$ cat src/rtl/brx_pkg.sv
package brx_pkg;

    localparam int ADDR_W = 16;
    localparam int DATA_W = 8;

    typedef enum logic [1:0] {
        FLG_N = 2'd0,
        FLG_V = 2'd1,
        FLG_C = 2'd2,
        FLG_Z = 2'd3
    } flag_sel_e;

    typedef enum logic [1:0] {
        ST_IDLE    = 2'd0,
        ST_FETCH   = 2'd1,
        ST_DUMMY   = 2'd2,
        ST_PENALTY = 2'd3
    } br_state_e;

    typedef struct packed {
        logic n;
        logic v;
        logic z;
        logic c;
    } flags_t;

    function automatic logic cond_true(input logic [2:0] sel, input flags_t f);
        logic picked;
        case (flag_sel_e'(sel[2:1]))
            FLG_N:   picked = f.n;
            FLG_V:   picked = f.v;
            FLG_C:   picked = f.c;
            default: picked = f.z;
        endcase
        return picked == sel[0];
    endfunction

endpackage

$ cat src/rtl/brx_cond.sv
module brx_cond
    import brx_pkg::*;
(
    input  logic [2:0] sel,
    input  flags_t     flags,
    output logic       take
);
    always_comb take = cond_true(sel, flags);
endmodule

$ cat src/rtl/brx_target.sv
module brx_target #(
    parameter int AW = brx_pkg::ADDR_W,
    parameter int DW = brx_pkg::DATA_W,
    parameter bit CMOS_VARIANT = 1'b0
) (
    input  logic [AW-1:0] pc_next,
    input  logic [DW-1:0] disp,
    output logic [AW-1:0] target,
    output logic          crosses,
    output logic [AW-1:0] penalty_addr
);
    localparam int EXT_W = AW - DW;

    logic [AW-1:0] disp_ext;

    always_comb begin
        disp_ext = {{EXT_W{disp[DW-1]}}, disp};
        target   = pc_next + disp_ext;
        crosses  = target[AW-1:DW] != pc_next[AW-1:DW];
    end

    generate
        if (CMOS_VARIANT) begin : g_cmos
            always_comb penalty_addr = pc_next;
        end else begin : g_nmos
            always_comb penalty_addr = {pc_next[AW-1:DW], target[DW-1:0]};
        end
    endgenerate

    // the penalty read never leaves the page of the incremented PC
    always_comb begin
        a_r8_penalty_page: assert (penalty_addr[AW-1:DW] == pc_next[AW-1:DW]);
    end
endmodule

$ cat src/rtl/brx_seq.sv
module brx_seq
    import brx_pkg::*;
#(
    parameter int AW = ADDR_W,
    parameter int DW = DATA_W
) (
    input  logic          clk,
    input  logic          rst,
    input  logic          start,
    input  logic          take_in,
    input  logic [AW-1:0] pc_in,
    input  logic [DW-1:0] rd_data,
    input  logic [AW-1:0] target,
    input  logic          crosses,
    input  logic [AW-1:0] penalty_addr,
    output logic [AW-1:0] pc_next,
    output logic [DW-1:0] disp,
    output logic          rd_en,
    output logic [AW-1:0] bus_addr,
    output logic [AW-1:0] pc_out,
    output logic          done,
    output logic          busy,
    output logic [2:0]    cycles
);
    localparam logic [2:0] CYC_SKIP  = 3'd2;
    localparam logic [2:0] CYC_NEAR  = 3'd3;
    localparam logic [2:0] CYC_FAR   = 3'd4;

    br_state_e     state;
    logic [AW-1:0] pc_q;
    logic          take_q;

    always_ff @(posedge clk) begin
        if (rst) begin
            state   <= ST_IDLE;
            pc_q    <= '0;
            take_q  <= 1'b0;
            pc_next <= '0;
            disp    <= '0;
            pc_out  <= '0;
            done    <= 1'b0;
            cycles  <= '0;
        end else begin
            done <= 1'b0;
            case (state)
                ST_IDLE: begin
                    if (start) begin
                        pc_q   <= pc_in;
                        take_q <= take_in;
                        state  <= ST_FETCH;
                    end
                end
                ST_FETCH: begin
                    disp    <= rd_data;
                    pc_next <= pc_q + 1'b1;
                    if (take_q) begin
                        state <= ST_DUMMY;
                    end else begin
                        pc_out <= pc_q + 1'b1;
                        cycles <= CYC_SKIP;
                        done   <= 1'b1;
                        state  <= ST_IDLE;
                    end
                end
                ST_DUMMY: begin
                    if (crosses) begin
                        state <= ST_PENALTY;
                    end else begin
                        pc_out <= target;
                        cycles <= CYC_NEAR;
                        done   <= 1'b1;
                        state  <= ST_IDLE;
                    end
                end
                default: begin
                    pc_out <= target;
                    cycles <= CYC_FAR;
                    done   <= 1'b1;
                    state  <= ST_IDLE;
                end
            endcase
        end
    end

    always_comb begin
        busy  = state != ST_IDLE;
        rd_en = busy;
        case (state)
            ST_DUMMY:   bus_addr = pc_next;
            ST_PENALTY: bus_addr = penalty_addr;
            default:    bus_addr = pc_q;
        endcase
    end

    a_r2_fetch_after_start: assert property (@(posedge clk) disable iff (rst)
        (state == ST_IDLE && start) |=> (rd_en && bus_addr == $past(pc_in)));

    a_r5_dummy_at_next: assert property (@(posedge clk) disable iff (rst)
        (state == ST_FETCH && take_q) |=> (bus_addr == AW'($past(bus_addr) + 1'b1)));

    a_r10_done_pulse: assert property (@(posedge clk) disable iff (rst)
        done |=> (!done && $stable(pc_out) && $stable(cycles)));

    a_r8_cycle_range: assert property (@(posedge clk) disable iff (rst)
        done |-> (cycles >= CYC_SKIP && cycles <= CYC_FAR));

    a_r9_busy_holds_pc: assert property (@(posedge clk) disable iff (rst)
        (busy && $past(busy)) |-> $stable(pc_q));
endmodule

$ cat src/rtl/brx_branch_unit.sv
module brx_branch_unit
    import brx_pkg::*;
#(
    parameter int AW = ADDR_W,
    parameter int DW = DATA_W,
    parameter bit CMOS_VARIANT = 1'b0
) (
    input  logic          clk,
    input  logic          rst,
    input  logic          start,
    input  logic [2:0]    cond_sel,
    input  logic          flag_n,
    input  logic          flag_v,
    input  logic          flag_z,
    input  logic          flag_c,
    input  logic [AW-1:0] pc_in,
    input  logic [DW-1:0] rd_data,
    output logic          rd_en,
    output logic [AW-1:0] bus_addr,
    output logic [AW-1:0] pc_out,
    output logic          done,
    output logic          busy,
    output logic [2:0]    cycles
);
    flags_t        flags;
    logic          take;
    logic [AW-1:0] pc_next;
    logic [DW-1:0] disp;
    logic [AW-1:0] target;
    logic          crosses;
    logic [AW-1:0] penalty_addr;

    always_comb flags = '{n: flag_n, v: flag_v, z: flag_z, c: flag_c};

    brx_cond u_cond (
        .sel   (cond_sel),
        .flags (flags),
        .take  (take)
    );

    brx_target #(.AW(AW), .DW(DW), .CMOS_VARIANT(CMOS_VARIANT)) u_target (
        .pc_next      (pc_next),
        .disp         (disp),
        .target       (target),
        .crosses      (crosses),
        .penalty_addr (penalty_addr)
    );

    brx_seq #(.AW(AW), .DW(DW)) u_seq (
        .clk          (clk),
        .rst          (rst),
        .start        (start),
        .take_in      (take),
        .pc_in        (pc_in),
        .rd_data      (rd_data),
        .target       (target),
        .crosses      (crosses),
        .penalty_addr (penalty_addr),
        .pc_next      (pc_next),
        .disp         (disp),
        .rd_en        (rd_en),
        .bus_addr     (bus_addr),
        .pc_out       (pc_out),
        .done         (done),
        .busy         (busy),
        .cycles       (cycles)
    );

    a_r1_idle_no_read: assert property (@(posedge clk) disable iff (rst)
        !busy |-> !rd_en);
endmodule

$ cat config.mk
export PLATFORM = sky130hd
export DESIGN_NAME = brx_branch_unit
export DESIGN_NICKNAME = d
export VERILOG_FILES = /design/src/rtl/brx_pkg.sv /design/src/rtl/brx_cond.sv /design/src/rtl/brx_target.sv /design/src/rtl/brx_seq.sv /design/src/rtl/brx_branch_unit.sv
export SDC_FILE = /design/constraint.sdc
export NUM_CORES = 1
export LEC_CHECK = 0
export BUFFER_PORTS_ARGS = -buffer_cell sky130_fd_sc_hd__clkbuf_2
export CORE_ASPECT_RATIO = 1.25
export CORE_UTILIZATION = 42
export CTS_CLUSTER_DIAMETER = 80
export DETAILED_ROUTE_END_ITERATION = 12
export MAX_ROUTING_LAYER = met4
export PLACE_DENSITY = 0.6
export SETUP_SLACK_MARGIN = 0.1
export SYNTH_ARGS = -nofsm -noshare
export SYNTH_HDL_FRONTEND = slang
export SYNTH_SLANG_ARGS = --single-unit
$ cat constraint.sdc
create_clock -name clk -period 9.24 [get_ports clk]
set_input_delay 0 -clock clk [delete_from_list [all_inputs] [get_ports clk]]
set_output_delay 0 -clock clk [all_outputs]
set_load 0.05 [all_outputs]
==> results.json <==
{
  "slowest_delay_ns": 0.61,
  "dr.pass1.iters": 4,
  "dp_hpwl_mm": 7.69,
  "cts_max_path_buffers": 2,
  "reg2reg_depth": 10,
  "yosysUniqueCellTypes": 57,
  "core_mm2": 0.00922,
  "setup_violations": 0,
  "synth-compound-area-share_pct": 19.6,
  "drc": 0,
  "synthCells": 481,
  "ys_seq_elements": 63,
  "vias_per_cell": 5.29,
  "portBuffers": 71,
  "overflow": 0,
  "path_buf_inv": 0,
  "synthFlopType": "dfxtp_1",
  "clockPowerShare_pct": 27.1,
  "synthTopCellsByCount": "64 x nand2_1, 63 x dfxtp_1, 41 x a21oi_1",
  "synth_top_family_by_area": "simple AND/OR/NAND/NOR gates",
  "syn_area_mm2": 0.00402,
  "cts_tree": "done",
  "timing.rr.end": "u_seq.pc_out[15]$_SDFFE_PP0P_",
  "place_congestion": 0.891,
  "antenna_cells": 0,
  "cp.depth": 10,
  "nets": 613,
  "synth-async-reset-ratio_pct": 0,
  "p_per_area_mw_per_mm2": 228,
  "p_int_mw": 0.667,
  "relSlewSlack_pct": 52.9,
  "r2r_start": "u_seq.disp[7]$_SDFFE_PP0P_",
  "cts_made_buffers": 9,
  "initial_utilization_pct": 43.5,
  "fp.dieH_um": 111,
  "cp-endpoint": "u_seq.pc_out[15]$_SDFFE_PP0P_",
  "synth_nets": 536,
  "yosysMostFrequentCell": "nand2_1",
  "vias": 3632,
  "yosysWarningCount": 0,
  "critPathCaptureType": "flip-flop",
  "route.antenna.remaining_nets": 0,
  "drt_iter0_markers": 166,
  "period_needed_ns": 3.77,
  "seqPwrFrac_pct": 31.7,
  "fmax_mhz": 265,
  "synthMuxAreaShare_pct": 9.88,
  "crit_slowest_cell": "dfxtp_1",
  "path_class": "flip-flop to flip-flop",
  "arrival_ns": 3.98,
  "critPathLaunch": "u_seq.disp[7]$_SDFFE_PP0P_",
  "pin_count": 72,
  "stdcell_area_mm2": 0.00493,
  "antenna_found_initial": 0,
  "cp_top_family": "compound AO/OA/AOI/OAI gates",
  "clock-sinks": 63,
  "grt_pass1_vias": 3599,
  "worstPathCellList": "ha_1 > a21oi_1 > o21ai_0 > a221o_1 > a211oi_1 > xor2_1 > or3_4 > o21ai_4 > nand2_4 > mux2_4",
  "worst-r2r-setup-slack_ns": 5.47,
  "yosys.area.top_type_share_pct": 31.4,
  "p_sw_mw": 0.460,
  "cp_max_fo": 13,
  "outcome": "finished clean",
  "syn2layout_area_growth_pct": 22.8,
  "synth_edf_count": 0,
  "synthAdderAreaFrac_pct": 6.73,
  "hold_path_class": "input port to flip-flop",
  "rsz0062_at_grt": "no",
  "p_leak_nw": 2.12,
  "synth-xor-area-share_pct": 8.44,
  "tightest_slew_ns": 0.707,
  "place_area_mm2": 0.00441,
  "grt_start_max_net_pins": 72,
  "finalMaxSlewViolations": 0,
  "track_usage_pct": 23.9,
  "worstSetupStartpointType": "flip-flop",
  "grt_pass1_wl_mm": 17.9,
  "num_rows": 39,
  "avgSynthCellArea_um2": 8.35,
  "post-cts-setup-buffer-count": 0,
  "skew_ns": 0.0103,
  "cts_root_buffer": "clkbuf_16",
  "fin_crit_sh_pct": 40.8,
  "p_sw_share_pct": 40.8,
  "drive_gt1_share_pct": 19.7,
  "htree_num_levels": 3,
  "path_clk_slew_ns": 0.06,
  "wire_per_inst_um": 15.8,
  "dieWidth_um": 89.5,
  "synth_area_leaders": "dfxtp_1 31%, ha_1 6.2%, nand2_1 6.0%",
  "fin_setup_tns_ns": 0,
  "max-vdd-ir-drop_uv": 141,
  "yosys.area.top_type": "dfxtp_1",
  "insertion_delay_ns": 0.32,
  "hold_viol": 0,
  "drt_wl_total_mm": 10.8,
  "p_comb_share_pct": 41.3,
  "die-area_mm2": 0.00996,
  "synthSimpleGateAreaFrac_pct": 19.8,
  "seq_area_frac_synth_pct": 31.4,
  "cp_data_required_time_ns": 9.45,
  "maxCapViolations": 0
}
[power groups by stage]
| stage | combinational (mW) | clock, mW | sequential [mW] |
|---|---|---|---|
| CTS | 0.466 | 0.311 | 0.357 |
| detailed placement | 0.454 | 0 | 0.362 |
| global route | 0.504 | 0.323 | 0.364 |
| floorplan | 0.312 | 0 | 0.406 |
| global placement | 0.451 | 0 | 0.361 |
| finish | 0.465 | 0.305 | 0.357 |
[sequential cells by signal, indices dropped and copies added (netlist names)]
signal,cells
u_seq.pc_next,16
u_seq.pc_out,16
u_seq.pc_q,16
u_seq.disp,8
u_seq.cycles,3
u_seq.state,2
u_seq.done,1
u_seq.take_q,1
[placed cells by master, fill, tap and decap left out, types with 2 or more instances in the layout]
| cell | count |
|---|---|
| mux2_2 | 11 |
| o21ai_0 | 13 |
| mux2_4 | 2 |
| a221oi_1 | 2 |
| and3_1 | 3 |
| a211o_1 | 4 |
| clkbuf_1 | 3 |
| inv_1 | 8 |
| dfxtp_1 | 63 |
| clkbuf_2 | 71 |
| or3_1 | 4 |
| o211ai_1 | 2 |
| nor2_1 | 39 |
| clkbuf_16 | 9 |
| o21a_1 | 10 |
| a31oi_1 | 2 |
| a21oi_1 | 41 |
| a211oi_1 | 13 |
| and2_1 | 6 |
| or2_2 | 2 |
| dlygate4sd3_1 | 25 |
| nor4_1 | 3 |
| nand2b_1 | 15 |
| clkinv_2 | 2 |
| xor2_1 | 12 |
| xnor2_1 | 19 |
| nand3_1 | 13 |
| buf_4 | 3 |
| mux2i_1 | 22 |
| nor2b_1 | 6 |
| nand2_1 | 64 |
| a21o_1 | 5 |
| nand4_1 | 6 |
| a22oi_1 | 8 |
| xnor3_1 | 3 |
| nor3_1 | 6 |
| ha_1 | 19 |
[routing by layer]
layer,up-vias,track usage [%],share of wire (%)
li1,1862,-,-
met1,1677,31.2,47
met2,81,37.7,48
met3,12,3.85,3.2
met4,0,6.88,1.4
met5,-,-,0
[cell type report]
cell class                      count  area [µm²]
Multi-Input combinational cell    377        2590
Clock inverter                      3        18.8
Timing Repair Buffer               99         628
Clock buffer                       13         250
Inverter                            8        30.0
Tap cell                          123         154
Fill cell                         882        4290
Sequential cell                    63        1260
[timing repair]
| item | 4_1_cts | 5_1_grt |
|---|---|---|
| hold endpoints to repair | 25 | 0 |
| hold buffers | 25 | 0 |
| resized for setup | 0 | 0 |
[worst min-delay path, cell delays in order]
cell	delay [ns]
clkbuf_2	0.12
o211ai_1	0.09
a21oi_1	0.12
[through the flow]
step	util, %	setup WS (ns)	std cells	hold slack (ns)	power [mW]
6_report	53.5	5.47	686	0.0569	1.13
4_1_cts	53.5	5.53	686	0.0468	1.13
2_1_floorplan	-	5.92	481	0.136	0.718
3_5_place_dp	47.9	5.58	645	0.230	0.816
3_3_place_gp	47.9	5.64	645	0.224	0.813
5_1_grt	53.5	5.20	686	0.0574	1.19
[how the worst min path moves through the flow]
| stage | start | endpoint | slack, ns | cells after the start |
|---|---|---|---|---|
| floorplan | pc_in[15] | u_seq.pc_q[15]$_SDFFE_PP0P_ | 0.14 | 2 |
| global placement | pc_in[13] | u_seq.pc_q[13]$_SDFFE_PP0P_ | 0.22 | 3 |
| detailed placement | pc_in[13] | u_seq.pc_q[13]$_SDFFE_PP0P_ | 0.23 | 3 |
| CTS | start | u_seq.state[0]$_SDFFE_PP0P_ | 0.05 | 3 |
| global route | start | u_seq.state[0]$_SDFFE_PP0P_ | 0.06 | 3 |
| finish | start | u_seq.state[0]$_SDFFE_PP0P_ | 0.06 | 3 |
[kinds of logic after synthesis]
family          Yosys count
simple gates            170
compound gates          116
flops                    63
buf+inv                  41
mux                      36
xor+xnor                 34
fa+ha+maj                21
(Power assumes the default switching activity.)
